===== config.mk =====
export PLATFORM = sky130hd
export DESIGN_NAME = iack_responder
export DESIGN_NICKNAME = d
export VERILOG_FILES = /design/src/rtl/iack_pkg.sv /design/src/rtl/iack_as_edge.sv /design/src/rtl/iack_lvl_match.sv /design/src/rtl/iack_out_gate.sv /design/src/rtl/iack_responder.sv
export SDC_FILE = /design/constraint.sdc
export NUM_CORES = 1
export LEC_CHECK = 0
export BUFFER_PORTS_ARGS = -buffer_cell sky130_fd_sc_hd__buf_2
export CORE_MARGIN = 5
export CORE_UTILIZATION = 35
export CTS_CLUSTER_SIZE = 20
export DETAILED_ROUTE_END_ITERATION = 10
export GPL_ROUTABILITY_DRIVEN = 1
export PLACE_DENSITY = 0.72
export REMOVE_ABC_BUFFERS = 1
export SLEW_MARGIN = 20
export SYNTH_ARGS = -nofsm -noshare
export SYNTH_HDL_FRONTEND = slang
export SYNTH_SLANG_ARGS = --single-unit

===== constraint.sdc =====
create_clock -name clk -period 1.9 [get_ports clk]
set_clock_uncertainty 0.1 [all_clocks]
set_input_delay 0.19 -clock clk [delete_from_list [all_inputs] [get_ports clk]]
set_output_delay 0.19 -clock clk [all_outputs]
set_load 0.005 [all_outputs]

===== src/rtl/iack_pkg.sv =====
package iack_pkg;
   typedef enum logic [2:0] {
      ST_IDLE,
      ST_WAIT_IN,
      ST_PASS,
      ST_DRIVE,
      ST_DTACK,
      ST_DONE
   } iack_state_e;
endpackage


===== src/rtl/iack_as_edge.sv =====
module iack_as_edge (
   input  logic clk,
   input  logic rst_n,
   input  logic as_n,
   output logic fall
);
   logic as_prev_q;

   always_ff @(posedge clk) begin
      if (!rst_n) as_prev_q <= 1'b1;
      else        as_prev_q <= as_n;
   end

   assign fall = as_prev_q & ~as_n;
endmodule


===== src/rtl/iack_lvl_match.sv =====
module iack_lvl_match #(
   parameter int LVL_W = 3
) (
   input  logic             pending,
   input  logic [LVL_W-1:0] level,
   input  logic [LVL_W-1:0] addr_lvl,
   output logic             match
);
   assign match = pending && (level == addr_lvl);
endmodule


===== src/rtl/iack_out_gate.sv =====
module iack_out_gate #(
   parameter bit RAW_RELEASE = 1'b1
) (
   input  logic pass_q_n,
   input  logic as_raw_n,
   output logic iackout_n
);
   generate
      if (RAW_RELEASE) begin : g_raw
         assign iackout_n = pass_q_n | as_raw_n;
      end else begin : g_reg
         logic unused_raw;
         assign unused_raw = as_raw_n;
         assign iackout_n  = pass_q_n;
      end
   endgenerate
endmodule


===== src/rtl/iack_responder.sv =====
module iack_responder #(
   parameter int LVL_W       = 3,
   parameter int VEC_W       = 8,
   parameter bit RAW_RELEASE = 1'b1
) (
   input  logic             clk,
   input  logic             rst_n,
   input  logic             as_n,
   input  logic             as_raw_n,
   input  logic             iack_n,
   input  logic             iackin_n,
   input  logic [1:0]       ds_n,
   input  logic [LVL_W-1:0] lvl_addr,
   input  logic             irq_pending,
   input  logic [LVL_W-1:0] irq_level,
   input  logic [VEC_W-1:0] irq_vector,
   output logic             iackout_n,
   output logic             dtack_n,
   output logic [VEC_W-1:0] data_o,
   output logic             data_oe,
   output logic             ack_o
);
   import iack_pkg::*;

   localparam logic [1:0] DS_IDLE = 2'b11;

   initial begin
      assert_param_vec_w : assert (VEC_W == 8)
         else $error("byte-wide interrupter needs VEC_W == 8");
      assert_param_lvl_w : assert (LVL_W == 3)
         else $error("three level lines need LVL_W == 3");
   end

   iack_state_e      state_q, state_d;
   logic             as_fall, lvl_ok;
   logic [VEC_W-1:0] vec_q;
   logic             ack_q;
   logic             pass_q_n;

   iack_as_edge i_edge (
      .clk  (clk),
      .rst_n(rst_n),
      .as_n (as_n),
      .fall (as_fall)
   );

   iack_lvl_match #(.LVL_W(LVL_W)) i_match (
      .pending (irq_pending),
      .level   (irq_level),
      .addr_lvl(lvl_addr),
      .match   (lvl_ok)
   );

   always_comb begin
      state_d = state_q;
      if (state_q == ST_IDLE) begin
         if (as_fall && !iack_n) state_d = ST_WAIT_IN;
      end else if (as_n) begin
         state_d = ST_IDLE;
      end else begin
         unique case (state_q)
            ST_WAIT_IN: if (!iackin_n) state_d = lvl_ok ? ST_DRIVE : ST_PASS;
            ST_DRIVE:   if (!ds_n[0]) state_d = ST_DTACK;
            ST_DTACK:   if (ds_n == DS_IDLE) state_d = ST_DONE;
            default:    state_d = state_q;
         endcase
      end
   end

   always_ff @(posedge clk) begin
      if (!rst_n) begin
         state_q <= ST_IDLE;
         vec_q   <= '0;
         ack_q   <= 1'b0;
      end else begin
         state_q <= state_d;
         ack_q   <= (state_q == ST_DRIVE) && (state_d == ST_DTACK);
         if (state_q == ST_WAIT_IN && state_d == ST_DRIVE) vec_q <= irq_vector;
      end
   end

   assign pass_q_n = (state_q != ST_PASS);
   assign dtack_n  = (state_q != ST_DTACK);
   assign data_oe  = (state_q == ST_DRIVE) || (state_q == ST_DTACK);
   assign data_o   = data_oe ? vec_q : '0;
   assign ack_o    = ack_q;

   iack_out_gate #(.RAW_RELEASE(RAW_RELEASE)) i_gate (
      .pass_q_n (pass_q_n),
      .as_raw_n (as_raw_n),
      .iackout_n(iackout_n)
   );

   // sampled strobe high releases everything one clock later
   assert_released_R10 : assert property (@(posedge clk) disable iff (!rst_n)
      as_n |=> (dtack_n && pass_q_n && !data_oe));
   // acknowledge is a single-cycle pulse
   assert_one_pulse_R8 : assert property (@(posedge clk) disable iff (!rst_n)
      ack_o |=> !ack_o);
   // DTACK only follows DS0
   assert_dtack_ds0_R6 : assert property (@(posedge clk) disable iff (!rst_n)
      $fell(dtack_n) |-> $past(!ds_n[0]));
   // DTACK holds while a strobe is still low
   assert_dtack_hold_R7 : assert property (@(posedge clk) disable iff (!rst_n)
      (!dtack_n && !as_n && ds_n != DS_IDLE) |=> !dtack_n);
   // driving starts only after a matching pending request
   assert_resp_match_R3 : assert property (@(posedge clk) disable iff (!rst_n)
      $rose(data_oe) |-> $past(irq_pending && (irq_level == lvl_addr) && !iackin_n));
   // passing the grant only after IACKIN was seen low
   assert_pass_after_in_R4 : assert property (@(posedge clk) disable iff (!rst_n)
      $fell(pass_q_n) |-> $past(!iackin_n));
endmodule


==> summary.txt <==
Worst hold path
  – Worst hold path type: in2reg
  – Hold_sp: irq_vector[2]

Place
  – Post-place setup slack: 0.285 ns
  – GPL Wtd Cong: 0.737
  – Post-Place Cells: 135
  – I/O Buffers: 34
  – Post-DP HPWL: 1240 um

STA
  – RSZ-0062 raised after global routing: no
  – Hold Vio Cnt, Final: 0
  – Final min period: 1.78 ns
  – Final setup viols: 0
  – Slew margin rel.: between 80% and 90%
  – Max Slew Vio Count: 0
  – Slew @ Worst Pin: around 0.26 ns
  – Post-route setup slack: 0.117 ns
  – Period utilization: 93.9%
  – Peak Freq: 0.561 GHz
  – Setup_tns: 0 ns

Critical path
  – CP required: 1.61 ns
  – Worst setup EP type: output pin
  – CP startpoint: state_q[2]
  – Crit path DAT: 1.49 ns
  – Crit path capture: iackout_n
  – CP max FO: 9
  – Slowest Stage Delay on Critical Path: 0.68 ns
  – Reg2reg start: state_q[2]
  – WP buf/inv: 1
  – Top delay family on crit path: simple AND/OR/NAND/NOR gates
  – FF-to-FF End: vec_q[1]
  – Setup crit start kind: register
  – CP cell instances: or4b_2 -> buf_2
  – Reg2Reg Depth: 5
  – Crit-path slowest cell: or4b_2
  – CP Depth: 2
  – Crit path kind: reg2out
  – Worst R2R Setup Slack: 0.26 ns

Global route
  – Tot GR Track Use: 12.7%
  – Vias in the first global route: 594
  – First-pass GRT wire length: 2640 um
  – Initial antenna violation count: 0
  – Largest net degree at the start of global routing: 18
  – Total gr overflow: 0

Clocking
  – Num CTS Buffers: 3
  – Post-CTS Hold Fix Bufs: 0
  – CTS resizes: 0
  – Clk buf depth: 2
  – Setup bufs post-CTS: 0
  – Clk sinks: 13
  – CTS tree: done
  – CTS Root Cell: clkbuf_4
  – H-tree depth: 1
  – CTS clk-pin slew, worst paths: approximately 0.080 ns
  – Clk_lat worst skew: 0.27 ns

Floorplan
  – Starting Density: 37.4%
  – Site Rows: 15
  – IO Pins: 35
  – DIE AREA: 0.00285 mm2
  – Die Ht: between 50 and 60 um
  – Die W: 53.4 um
  – Core area: ~0.0018 mm2

Finish
  – Most common cell after layout, fill and taps aside: buf_2
  – Ant diodes: 0
  – Layout Cells excl Fill: 139
  – Most frequent cells in the layout: buf_2, nand2_1, dfxtp_1
  – Layout Utilization: 50.1%
  – Nets: ~140
  – Area Growth Syn to Fin: 34.0%
  – Layout cells sized above 1: 37.7%

Logic synthesis
  – Seq cells post-synth: 13
  – Number of distinct library cells after synthesis: 22
  – Syn_area_per_cell: ~8.6 um2
  – Post-synthesis cell count: between 70 and 80
  – Ranking of synthesized cells by area: dfxtp_1, mux2i_1, nand2_1
  – Warnings from Yosys: 0
  – Post-synth top area share: 39.5%
  – Mapped Area: 659 um2
  – Yosys top cell by area: dfxtp_1
  – Sequential fraction of the synthesis area: 39.5%

Power and ir drop
  – Worst ir drop on vdd: 0.000309 V
  – Leak pwr: 0.000386 uW
  – Power Dens Cells: 565 mW/mm2

Drt
  – Final ANT Viol Nets: 0
  – DRC: 0
  – Wirelength per Cell: 11.5 um
  – Vias: 643
  – 1st-iter DRT viols: 7
  – Pre-antenna DRT Iters: 4
  – WL final: 1600 um
  – Vias/cell: 4.63

Outcome
  – Status: completed

Job
  – Max Cap Viol: 0
==> registers in the layout (all words and copies together), names as in the netlist <==
| signal | flops |
|---|---|
| i_edge.as_prev_q | 1 |
| vec_q | 8 |
| ack_o | 1 |
| state_q | 3 |
==> layer usage <==
layer	global-route usage, %	part of all wire, %
met3	3.94	8.5
met5	0	0
met2	20.0	44
met4	6.38	1.7
met1	15.4	46
==> final cells by class <==
cell class              count  area (um2)
repair buffers             36         185
well taps                  25        31.3
flip-flops and latches     13         260
fillers                   213         881
clock buffers               4        26.3
multi-input cells          61         380
==> worst reg2reg max path, stage by stage, from the launching register on <==
cell and delay, ns:
dfxtp_1 0.39, nand2b_4 0.18, or3_4 0.35, nor3_4 0.11, buf_4 0.21, mux2i_1 0.21
==> logic make-up (layout without fill, tap and decap cells) <==
family / after synthesis / in the layout / share of synthesized area (%)
AOI/OAI and AO/OA: 8 / 8 / 6.64
xor gates and xnor gates: 3 / 3 / 3.99
buffers and inverters: 3 / 40 / 2.85
DFF: 13 / 13 / 39.5
muxes: 8 / 8 / 12.1
and+or+nand+nor: 42 / 42 / 34.9
==> synthesized netlist by cell type (all sizes together) <==
cell	count
or4b	1
nor4b	1
a31oi	1
xnor2	3
nand4	1
nand2	19
nor3	3
and2	8
o21ai	4
buf	1
nand3	1
mux2i	8
clkbuf	2
nor2	4
a21boi	1
a21oi	2
or3	1
dfxtp	13
nand2b	3
==> where the power goes <==
| part | internal (uW) | leakage [uW] | switching (uW) | total (uW) |
|---|---|---|---|---|
| registers | 275 | 0.000105 | 3.31 | 278 |
| logic | 28.2 | 0.000266 | 25.2 | 53.4 |
| clock network | 81.3 | 0.0000150 | 86.5 | 168 |
| total | 384 | 0.000386 | 115 | 499 |
==> worst min path at each step <==
stage	end	slack, ns	cells after the start
after floorplan	ack_o	0.17	1
after global placement	vec_q[2]	0.34	3
after detailed placement	ack_o	0.35	2
after CTS	vec_q[3]	0.05	3
after global routing	vec_q[2]	0.06	3
final	vec_q[2]	0.06	3
==> per-stage QoR <==
| stage | cell area, um2 | hold slack, ns | power [uW] |
|---|---|---|---|
| after floorplan | 641 | 0.167 | 305 |
| after global placement | 857 | 0.340 | 336 |
| after detailed placement | 857 | 0.347 | 338 |
| after CTS | 883 | 0.0509 | 508 |
| after global routing | 883 | 0.0624 | 528 |
| final | 883 | 0.0612 | 499 |
(Power assumes the default switching activity.)
